$ cat src/rtl/sao_pkg.sv
package sao_pkg;

   typedef enum logic [1:0] {
      CLK_M256  = 2'b00,
      CLK_SLAVE = 2'b01,
      CLK_M512  = 2'b10,
      CLK_M128  = 2'b11
   } clk_mode_e;

   localparam int BCLK_PER_FRAME = 64;
   localparam int SLOT_W         = $clog2(BCLK_PER_FRAME);
   localparam int HALF_SLOTS     = BCLK_PER_FRAME / 2;
   localparam int K_W            = $clog2(HALF_SLOTS);
   localparam int DIV_W          = 3;

endpackage

$ cat src/rtl/sao_master_gen.sv
module sao_master_gen
   import sao_pkg::*;
(
   input  logic                  clk,
   input  logic                  rst_n,
   input  logic                  run,
   input  logic                  mclk_tick,
   input  clk_mode_e             mode,
   input  logic                  i2s,
   output logic                  ev,
   output logic [SLOT_W-1:0]     ev_slot,
   output logic                  bclk,
   output logic                  lrck
);

   logic [DIV_W-1:0]  div_q;
   logic [DIV_W-1:0]  div_last;
   logic [SLOT_W-1:0] slot_q;
   logic              bclk_q;
   logic              lr_q;
   logic              toggle;

   // master-clock ticks per bit-clock half period = ratio / (2 * 64)
   always_comb begin
      case (mode)
         CLK_M128: div_last = DIV_W'(0);
         CLK_M512: div_last = DIV_W'(3);
         default:  div_last = DIV_W'(1);
      endcase
   end

   assign toggle  = run && mclk_tick && (div_q == div_last);
   assign ev      = toggle && bclk_q;
   assign ev_slot = slot_q + SLOT_W'(1);

   always_ff @(posedge clk or negedge rst_n) begin
      if (!rst_n) begin
         div_q  <= '0;
         bclk_q <= 1'b0;
         slot_q <= '1;
         lr_q   <= 1'b0;
      end else if (!run) begin
         div_q  <= '0;
         bclk_q <= 1'b0;
         slot_q <= '1;
         lr_q   <= 1'b0;
      end else if (mclk_tick) begin
         if (toggle) begin
            div_q  <= '0;
            bclk_q <= !bclk_q;
            if (bclk_q) begin
               slot_q <= ev_slot;
               lr_q   <= ev_slot[SLOT_W-1] ^ !i2s;
            end
         end else begin
            div_q <= div_q + DIV_W'(1);
         end
      end
   end

   assign bclk = bclk_q;
   assign lrck = lr_q;

endmodule

$ cat src/rtl/sao_slave_track.sv
module sao_slave_track
   import sao_pkg::*;
#(
   parameter int SYNC_STAGES = 2
) (
   input  logic            clk,
   input  logic            rst_n,
   input  logic            run,
   input  logic            i2s,
   input  logic            bclk_in,
   input  logic            lrck_in,
   output logic            ev,
   output logic            ev_half,
   output logic [K_W-1:0]  ev_k
);

   logic [SYNC_STAGES-1:0] bsync, lsync;
   logic bclk_s, lr_s, bprev, lprev, started, fall, lr_edge;
   logic [K_W-1:0] k_q;

   generate
      if (SYNC_STAGES < 2) begin : g_bad_sync
         $error("SYNC_STAGES must be at least 2");
      end
      for (genvar i = 0; i < SYNC_STAGES; i++) begin : g_sync
         always_ff @(posedge clk or negedge rst_n) begin
            if (!rst_n) begin
               bsync[i] <= 1'b0;
               lsync[i] <= 1'b0;
            end else if (i == 0) begin
               bsync[i] <= bclk_in;
               lsync[i] <= lrck_in;
            end else begin
               bsync[i] <= bsync[(i == 0) ? 0 : i-1];
               lsync[i] <= lsync[(i == 0) ? 0 : i-1];
            end
         end
      end
   endgenerate

   assign bclk_s  = bsync[SYNC_STAGES-1];
   assign lr_s    = lsync[SYNC_STAGES-1];
   assign fall    = bprev && !bclk_s;
   assign lr_edge = lr_s != lprev;

   assign ev      = run && fall && (started || lr_edge);
   assign ev_half = i2s ? lr_s : !lr_s;
   assign ev_k    = lr_edge ? '0 : ((k_q == '1) ? k_q : k_q + K_W'(1));

   always_ff @(posedge clk or negedge rst_n) begin
      if (!rst_n) begin
         bprev   <= 1'b0;
         lprev   <= 1'b0;
         started <= 1'b0;
         k_q     <= '0;
      end else begin
         bprev <= bclk_s;
         if (!run) begin
            lprev   <= lr_s;
            started <= 1'b0;
            k_q     <= '0;
         end else if (fall) begin
            lprev <= lr_s;
            k_q   <= ev_k;
            if (lr_edge) started <= 1'b1;
         end
      end
   end

endmodule

$ cat src/rtl/sao_shifter.sv
module sao_shifter
   import sao_pkg::*;
#(
   parameter int SAMPLE_W = 24
) (
   input  logic                clk,
   input  logic                rst_n,
   input  logic                run,
   input  logic                ev,
   input  logic                half,
   input  logic [K_W-1:0]      k,
   input  logic                i2s,
   input  logic                in_valid,
   input  logic [SAMPLE_W-1:0] in_left,
   input  logic [SAMPLE_W-1:0] in_right,
   output logic                in_ready,
   output logic                sdata
);

   logic                pend_v;
   logic [SAMPLE_W-1:0] pend_l, pend_r, cur_l, cur_r, word, shifted;
   logic [K_W-1:0]      pos;
   logic                frame_start, load, accept, bit_n, sd_q;

   generate
      if (SAMPLE_W < 1 || SAMPLE_W > HALF_SLOTS - 1) begin : g_bad_width
         $error("SAMPLE_W must fit a half frame with one slot of offset");
      end
   endgenerate

   assign frame_start = ev && !half && (k == '0);
   assign load        = frame_start && pend_v;
   assign in_ready    = run && !pend_v;
   assign accept      = in_valid && in_ready;

   assign word    = half ? cur_r : (load ? pend_l : cur_l);
   assign pos     = k - K_W'(i2s);
   assign shifted = word << pos;
   assign bit_n   = !(i2s && (k == '0)) && shifted[SAMPLE_W-1];

   always_ff @(posedge clk or negedge rst_n) begin
      if (!rst_n) begin
         pend_v <= 1'b0;
         pend_l <= '0;
         pend_r <= '0;
         cur_l  <= '0;
         cur_r  <= '0;
         sd_q   <= 1'b0;
      end else if (!run) begin
         pend_v <= 1'b0;
         pend_l <= '0;
         pend_r <= '0;
         cur_l  <= '0;
         cur_r  <= '0;
         sd_q   <= 1'b0;
      end else begin
         if (ev) sd_q <= bit_n;
         if (load) begin
            cur_l  <= pend_l;
            cur_r  <= pend_r;
            pend_v <= 1'b0;
         end
         if (accept) begin
            pend_l <= in_left;
            pend_r <= in_right;
            pend_v <= 1'b1;
         end
      end
   end

   assign sdata = sd_q;

endmodule

$ cat src/rtl/sao_serial_out.sv
module sao_serial_out
   import sao_pkg::*;
#(
   parameter int SAMPLE_W    = 24,
   parameter int SYNC_STAGES = 2
) (
   input  logic                clk,
   input  logic                rst_n,
   input  logic                pd_i,
   input  logic [1:0]          clk_mode_i,
   input  logic                fmt_i2s_i,
   input  logic                mclk_tick_i,
   input  logic                bclk_i,
   input  logic                lrck_i,
   output logic                bclk_o,
   output logic                lrck_o,
   output logic                clk_drive_o,
   output logic                sdata_o,
   input  logic                in_valid_i,
   output logic                in_ready_o,
   input  logic [SAMPLE_W-1:0] in_left_i,
   input  logic [SAMPLE_W-1:0] in_right_i
);

   clk_mode_e      cfg_mode;
   logic           cfg_i2s;
   logic           is_master, run_m, run_s;
   logic           m_ev, s_ev, s_half, ev, half;
   logic [SLOT_W-1:0] m_slot;
   logic [K_W-1:0] s_k, k;

   always_ff @(posedge clk or negedge rst_n) begin
      if (!rst_n) begin
         cfg_mode <= CLK_M256;
         cfg_i2s  <= 1'b0;
      end else if (pd_i) begin
         cfg_mode <= clk_mode_e'(clk_mode_i);
         cfg_i2s  <= fmt_i2s_i;
      end
   end

   assign is_master   = cfg_mode != CLK_SLAVE;
   assign run_m       = !pd_i && is_master;
   assign run_s       = !pd_i && !is_master;
   assign clk_drive_o = is_master;

   sao_master_gen u_mgen (
      .clk       (clk),
      .rst_n     (rst_n),
      .run       (run_m),
      .mclk_tick (mclk_tick_i),
      .mode      (cfg_mode),
      .i2s       (cfg_i2s),
      .ev        (m_ev),
      .ev_slot   (m_slot),
      .bclk      (bclk_o),
      .lrck      (lrck_o)
   );

   sao_slave_track #(.SYNC_STAGES(SYNC_STAGES)) u_strk (
      .clk     (clk),
      .rst_n   (rst_n),
      .run     (run_s),
      .i2s     (cfg_i2s),
      .bclk_in (bclk_i),
      .lrck_in (lrck_i),
      .ev      (s_ev),
      .ev_half (s_half),
      .ev_k    (s_k)
   );

   assign ev   = is_master ? m_ev : s_ev;
   assign half = is_master ? m_slot[SLOT_W-1] : s_half;
   assign k    = is_master ? m_slot[K_W-1:0] : s_k;

   sao_shifter #(.SAMPLE_W(SAMPLE_W)) u_shift (
      .clk      (clk),
      .rst_n    (rst_n),
      .run      (!pd_i),
      .ev       (ev),
      .half     (half),
      .k        (k),
      .i2s      (cfg_i2s),
      .in_valid (in_valid_i),
      .in_left  (in_left_i),
      .in_right (in_right_i),
      .in_ready (in_ready_o),
      .sdata    (sdata_o)
   );

endmodule

$ cat config.mk
export PLATFORM = sky130hd
export DESIGN_NAME = sao_serial_out
export DESIGN_NICKNAME = d
export VERILOG_FILES = /design/src/rtl/sao_pkg.sv /design/src/rtl/sao_master_gen.sv /design/src/rtl/sao_slave_track.sv /design/src/rtl/sao_shifter.sv /design/src/rtl/sao_serial_out.sv
export SDC_FILE = /design/constraint.sdc
export NUM_CORES = 1
export LEC_CHECK = 0
export ABC_AREA = 0
export BUFFER_PORTS_ARGS = -buffer_cell sky130_fd_sc_hd__buf_2
export CAP_MARGIN = 20
export CORE_ASPECT_RATIO = 0.5
export CORE_MARGIN = 5
export CORE_UTILIZATION = 35
export CTS_BUF_LIST = sky130_fd_sc_hd__clkbuf_8
export DETAILED_ROUTE_END_ITERATION = 7
export SYNTH_ARGS = -nofsm -noshare
export SYNTH_HDL_FRONTEND = slang
export SYNTH_HIERARCHICAL = 1
export SYNTH_SLANG_ARGS = --single-unit
$ cat constraint.sdc
create_clock -name clk -period 9.48 [get_ports clk]
set_input_delay 1.896 -clock clk [delete_from_list [all_inputs] [get_ports clk]]
set_output_delay 1.896 -clock clk [all_outputs]
set_load 0.005 [all_outputs]
Word level (Yosys, flattened, before mapping)
Cells that the tools add are included.
{"block": "totals", "output_inout_bits": 5, "inputBits": 58, "word_cells": 112, "register_bits": 124}
{"block": "classes", "bitwise_logic": 1, "shift": 1, "mux": 42, "reduce_logical": 33, "n_eq_ne": 11, "addsub": 4}
{"op": "two-way mux 24 bit", "count": 9}
{"op": "two-way mux 5 bit", "count": 5}
{"op": "two-way mux 6 bit", "count": 4}
{"op": "<< shifter 24 x 5 -> 24 bit", "count": 1}
{"op": "two-way mux 1 bit", "count": 20}
{"op": "logical AND 1 bit", "count": 15}
{"op": "!= test 2 bit (second input constant)", "count": 5}
{"op": "logical NOT 1 bit", "count": 9}
{"op": "two-way mux 3 bit", "count": 3}
{"op": "adder 6 x 1 -> 6 bit (second input constant)", "count": 1}
{"op": "nonzero test 2 bit", "count": 3}
{"op": "adder 5 x 1 -> 5 bit (second input constant)", "count": 1}
{"op": "== test 5 bit (second input constant)", "count": 1}
{"op": "logical NOT 5 bit", "count": 1}
{"op": "subtractor 5 x 1 -> 5 bit", "count": 1}
{"op": "== test 2 bit (second input constant)", "count": 2}
{"op": "one-hot mux 2 bit (2 select lines)", "count": 1}
{"op": "AND reduction 2 bit", "count": 2}
{"op": "adder 3 x 1 -> 3 bit (second input constant)", "count": 1}
{"op": "== test 3 x 2 -> 1 bit", "count": 1}
{"op": "AND reduction 3 bit", "count": 1}
{"op": "nonzero test 3 bit", "count": 1}
{"op": "!= test 2 x 1 -> 1 bit (second input constant)", "count": 1}
{"op": "logical OR 1 bit", "count": 1}
{"op": "other kinds (2)", "count": 2}

Logic depth before layout (Yosys ltp)
{"block": "depth", "ltp_word": 15, "mapped_depth": 17, "depth_no_buf": 14}

Modules after synthesis
The synthesis kept the hierarchy.
{"mod": "sao_shifter", "cells_per_inst": 530, "seq_area_each_um2": 2452.4, "area_per_inst_um2": 4703.3, "n_inst": 1}
{"mod": "sao_master_gen", "cells_per_inst": 67, "seq_area_each_um2": 282.8, "area_per_inst_um2": 683.2, "n_inst": 1}
{"mod": "sao_slave_track", "cells_per_inst": 54, "seq_area_each_um2": 300.3, "area_per_inst_um2": 591.8, "n_inst": 1}
{"mod": "sao_serial_out", "cells_per_inst": 19, "seq_area_each_um2": 75.1, "area_per_inst_um2": 254.0, "n_inst": 1}

Worst setup path after synthesis
No wires, ideal clock.
{"block": "synth_path", "path_type": "input port to flip-flop", "start": "in pd_i", "end": "reg u_shift.sd_q, in the netlist u_shift/sdata", "path_buffers": 3, "setup_slack_ns": 5.094, "t_required_ns": 9.385, "arrival_ns": 4.291, "cell_stages": 13, "setup_ns": 0.095, "path_cell_list": "nor2_1 -> and3b_1 -> buf_4 -> o21a_1 -> mux2_4 -> nor4b_4 -> and2_1 -> buf_6 -> buf_8 -> nor3_1 -> o311a_1 -> o311a_1 -> o31ai_1"}
{"block": "synth_via", "word_cells_on_any_way": 19, "cone_classes": "shift (1); mux (5); reduce/logical (13)"}
{"element": "from (decl)", "line": "sao_serial_out.sv:9", "rtl": "input logic pd_i,"}
{"element": "logical NOT 1 bit (*)", "line": "sao_serial_out.sv:44", "rtl": "assign run_s = !pd_i && !is_master;"}
{"element": "logical AND 1 bit (*)", "line": "sao_serial_out.sv:44"}
{"element": "logical AND 1 bit (*) (2 in a row)", "line": "sao_slave_track.sv:46", "rtl": "assign ev = run && fall && (started || lr_edge);"}
{"element": "net s_ev", "line": "sao_serial_out.sv:28", "rtl": "logic m_ev, s_ev, s_half, ev, half;"}
{"element": "two-way mux 1 bit (*)", "line": "sao_serial_out.sv:72", "rtl": "assign ev = is_master ? m_ev : s_ev;"}
{"element": "net ev", "line": "sao_serial_out.sv:28"}
{"element": "logical AND 1 bit (2 in a row)", "line": "sao_shifter.sv:31", "rtl": "assign frame_start = ev && !half && (k == '0);"}
{"element": "logical AND 1 bit", "line": "sao_shifter.sv:32", "rtl": "assign load = frame_start && pend_v;"}
{"element": "two-way mux 24 bit"}
{"element": "two-way mux 24 bit", "line": "sao_shifter.sv:36", "rtl": "assign word = half ? cur_r : (load ? pend_l : cur_l);"}
{"element": "<< shifter 24 x 5 -> 24 bit", "line": "sao_shifter.sv:38", "rtl": "assign shifted = word << pos;"}
{"element": "logical AND 1 bit", "line": "sao_shifter.sv:39", "rtl": "assign bit_n = !(i2s && (k == '0)) && shifted[SAMPLE_W-1];"}
{"element": "two-way mux 1 bit", "line": "sao_shifter.sv:57", "rtl": "if (ev) sd_q <= bit_n;"}
{"element": "two-way mux 1 bit", "line": "sao_shifter.sv:49", "rtl": "end else if (!run) begin"}
{"element": "to (signal assigned)", "line": "sao_shifter.sv:57"}
{"element": "to (decl)", "line": "sao_shifter.sv:23", "rtl": "logic frame_start, load, accept, bit_n, sd_q;"}
Mark *: on every way through the listed nets, which the timed path passes. The rest lies on a longest branch. The select of a mux whose other input is x is not followed.
A chain may end at the register's enable or synchronous reset.

Worst setup path in the final report
{"block": "layout_path", "start": "in pd_i", "end": "reg u_shift.sd_q, in the netlist u_shift/sdata"}
{"block": "layout_via", "word_cells_on_any_way": 19, "cone_classes": "shift (1); mux (5); reduce/logical (13)"}
{"element": "logical NOT 1 bit (*)", "line": "sao_serial_out.sv:44"}
{"element": "logical AND 1 bit (*)", "line": "sao_serial_out.sv:44"}
{"element": "net run_s", "line": "sao_serial_out.sv:27", "rtl": "logic is_master, run_m, run_s;"}
{"element": "logical AND 1 bit (*) (2 in a row)", "line": "sao_slave_track.sv:46"}
{"element": "net s_ev", "line": "sao_serial_out.sv:28"}
{"element": "two-way mux 1 bit (*)", "line": "sao_serial_out.sv:72"}
{"element": "net ev", "line": "sao_serial_out.sv:28"}
{"element": "logical AND 1 bit (2 in a row)", "line": "sao_shifter.sv:31"}
{"element": "logical AND 1 bit", "line": "sao_shifter.sv:32"}
{"element": "two-way mux 24 bit"}
{"element": "two-way mux 24 bit", "line": "sao_shifter.sv:36"}
{"element": "<< shifter 24 x 5 -> 24 bit", "line": "sao_shifter.sv:38"}
{"element": "logical AND 1 bit", "line": "sao_shifter.sv:39"}
{"element": "two-way mux 1 bit", "line": "sao_shifter.sv:57"}
{"element": "two-way mux 1 bit", "line": "sao_shifter.sv:49"}
Marked as above.

==> key figures <==
Critical path
  • Worst reg2reg path depth: 14
  • Reg2reg end: u_shift/sdata
  • Worst Path Arrival: 5.52 ns
  • CP startpoint kind: primary input
  • R2R setup slack: 5.07 ns
  • Crit Path Class: in2reg
  • CP required: 9.83 ns
  • Crit Path Max Fanout: 31
  • CP Capture Type: register
  • Critical path startpoint: pd_i
  • FF-to-FF Start: cfg_mode[1]

Pwr
  • Leakage power figure: 3.00 nW
  • IR drop worst, VDD: 0.000115 V
  • Total power: 1.24 mW
  • Power Density: 175 mW/mm^2

GRT
  • Grt total ovfl: 0
  • Total GRT Usage: 0.147
  • Pin count of the biggest net entering global routing: 101
  • First-pass GRT wire length: 24600 um
  • Number of global-route vias before repair: 4784
  • Initial antenna violation count: 0

Clock tree
  • Post-cts hold buffer count: 0
  • CTS resizes: 0
  • CTS tree: yes
  • Total clock buffers created by CTS: 17
  • Reg clk slew, reported paths: 0.08 ns
  • H-tree levels: 4
  • Worst-Skew Late Latency: 0.45 ns
  • CTS root buf: clkbuf_8
  • Clk sinks: 124
  • Max Root-Sink Buffers: 2
  • Post-CTS setup buffer count: 0

Routing
  • Detailed-route via count: 4882
  • Post-DRT Antenna Nets: 0
  • Drt drc: 0
  • Post-DR vias/cell: 5.10
  • WL per Instance: 15.4 um
  • Initial DRC count: 456
  • Final WL: 14800 um
  • Drt pass-1 iters: 5

Logic synthesis
  • Largest family of logic cells by synthesized area: simple AND/OR/NAND/NOR gates
  • Xor/xnor cell area share of the yosys netlist: 0.0219
  • Most common library cells after synthesis: nand2_1 (210), dfrtp_1 (118), o21ai_0 (59), a21boi_0 (53), clkbuf_1 (35)
  • Ys Warns: 6
  • Yosys reg bits: 124
  • Syn_nets: 733
  • Simple-gate share of the synthesized area: 0.201
  • Synth Area in Adders: 0.0100
  • Post-synth EDFFs: 0
  • Most frequent cell after synthesis: nand2_1
  • Area contributors post-synth: dfrtp_1 (47%), nand2_1 (13%), a21boi_0 (6.4%), o21ai_0 (4.7%), dfstp_2 (2.5%)
  • Synth area leader: dfrtp_1
  • Primary FF master, synth: dfrtp_1
  • Sequential share of the synthesized area: 0.499
  • Cell Area, Synth: 0.00623 mm^2
  • Cells after synthesis: 670
  • Compound-gate portion of the synthesized area: 0.184
  • Async SR Flop Fraction: 1.00
  • Syn Area/Cell: 9.30 um^2
  • Yosys top cell area share: 0.474
  • Yosys cell types: 64
  • Post-synthesis mux area share: 0.0414

Layout
  • Layout cells sized above 1: 0.181
  • # nets final: 773
  • Filler cell count: 1718
  • Non-Filler Instances: 957
  • Register Area: 0.00311 mm^2
  • Syn-to-layout area delta: 13.8%
  • N_diodes: 0
  • Area of the multi-input gates: 0.00286 mm^2

Timing
  • Fmax: 0.193 GHz
  • Final period utilization: 0.545
  • Fin. Hold Viols: 0
  • Minimum clock period: 5.17 ns
  • Least-Margin Pin Slew: 0.918 ns
  • Layout Skew: 0.0210 ns
  • Finish-stage setup viols: 0
  • Max-slew violations: 0
  • Relative max-transition margin: 0.388
  • RSZ-0062 raised after global routing: false
  • Setup_tns: 0 ns

Run status
  • Status: completed

Worst hold path
  • Hold Crit Start: u_strk/bsync[0]
  • HP Class: reg2reg
  • WHS Endpoint: u_strk/bclk_s
  • Cell count of the worst hold path: 0

Floorplanning
  • Row cnt: 34
  • Core area: 0.0174 mm^2
  • Initial Util: 0.357
  • Chip height: 104 um
  • Die area: 0.0207 mm^2
  • Die X: 199 um
  • Ports: 63

Flow run
  • Max cap viols: 0

Placed design
  • IO Port Bufs: 62
  • DP HPWL: 9880 um
  • GPL Wtd Cong: 0.918
  • Dpl cells: 925
-- layout by cell type, fill, tap and decap left out, types with 8 or more instances in the layout --
master / instances
nand3_1: 11
dfrtp_1: 118
o21ai_0: 59
buf_2: 61
clkbuf_8: 18
nor2_1: 20
nand2_1: 210
inv_1: 10
a31oi_1: 8
a21boi_0: 53
-- worst max-delay path: stages --
cell	delay, ns
buf_2	0.15
nor2_1	0.34
and3b_1	0.36
o21a_1	0.16
mux2_4	0.16
nor4b_4	0.29
and2_2	0.61
buf_4	0.42
nand2_1	0.12
a311o_1	0.31
o311a_1	0.12
o311a_1	0.32
o31ai_1	0.23
-- how the worst max path moves through the flow --
stage / endpoint / slack (ns)
floorplan: u_shift/sdata / 5.09
global placement: u_shift/sdata / 3.97
detailed placement: u_shift/sdata / 3.81
CTS: u_shift/sdata / 4.32
global route: u_shift/sdata / 3.89
finish: u_shift/sdata / 4.31
-- through the flow --
| stage | setup slack (ns) | hold WS (ns) | cell area, um^2 | utilization |
|---|---|---|---|---|
| after CTS | 4.32 | 0.352 | 7090 | 0.406 |
| after detailed placement | 3.81 | 0.335 | 6660 | 0.382 |
| after global routing | 3.89 | 0.358 | 7090 | 0.406 |
| after global placement | 3.97 | 0.337 | 6660 | 0.382 |
| after floorplan | 5.09 | 0.331 | 6230 | - |
| final | 4.31 | 0.350 | 7090 | 0.406 |
-- sequential cells by signal (all words and copies together) (netlist names), 2 cells and up --
register        count
cfg_mode            2
u_mgen/div_q        3
u_mgen/slot_q       6
u_shift/cur_l      24
u_shift/cur_r      24
u_shift/pend_l     24
u_shift/pend_r     24
u_strk/k_q          5
-- power by group --
| part | switching (mW) | internal [mW] |
|---|---|---|
| combinational | 0.0964 | 0.0625 |
| clock | 0.240 | 0.274 |
| sequential | 0.0178 | 0.548 |
| total | 0.354 | 0.884 |
-- kinds of logic after synthesis --
group | Yosys count
and+or+nand+nor | 284
AOI/OAI and AO/OA | 168
DFF | 124
buffers and inverters | 58
muxes | 18
xor gates and xnor gates | 13
adders and majority gates | 5
-- cell type report --
type,count,share of cell area
Multi-Input combinational cell,488,0.403
Tap cell,234,0.0413
Inverter,12,0.00635
Timing Repair Buffer,67,0.0494
Sequential cell,124,0.439
Clock inverter,14,0.0259
Clock buffer,18,0.0349
-- layer usage --
| layer | GRT usage | routed length, um | vias up |
|---|---|---|---|
| met5 | 0 | 0 | - |
| met4 | 0.0415 | 144 | 0 |
| met3 | 0.0466 | 769 | 11 |
| met2 | 0.199 | 6220 | 108 |
| met1 | 0.223 | 7650 | 2394 |
| li1 | - | - | 2369 |
No activity file was read; power rests on OpenSTA's default activity.
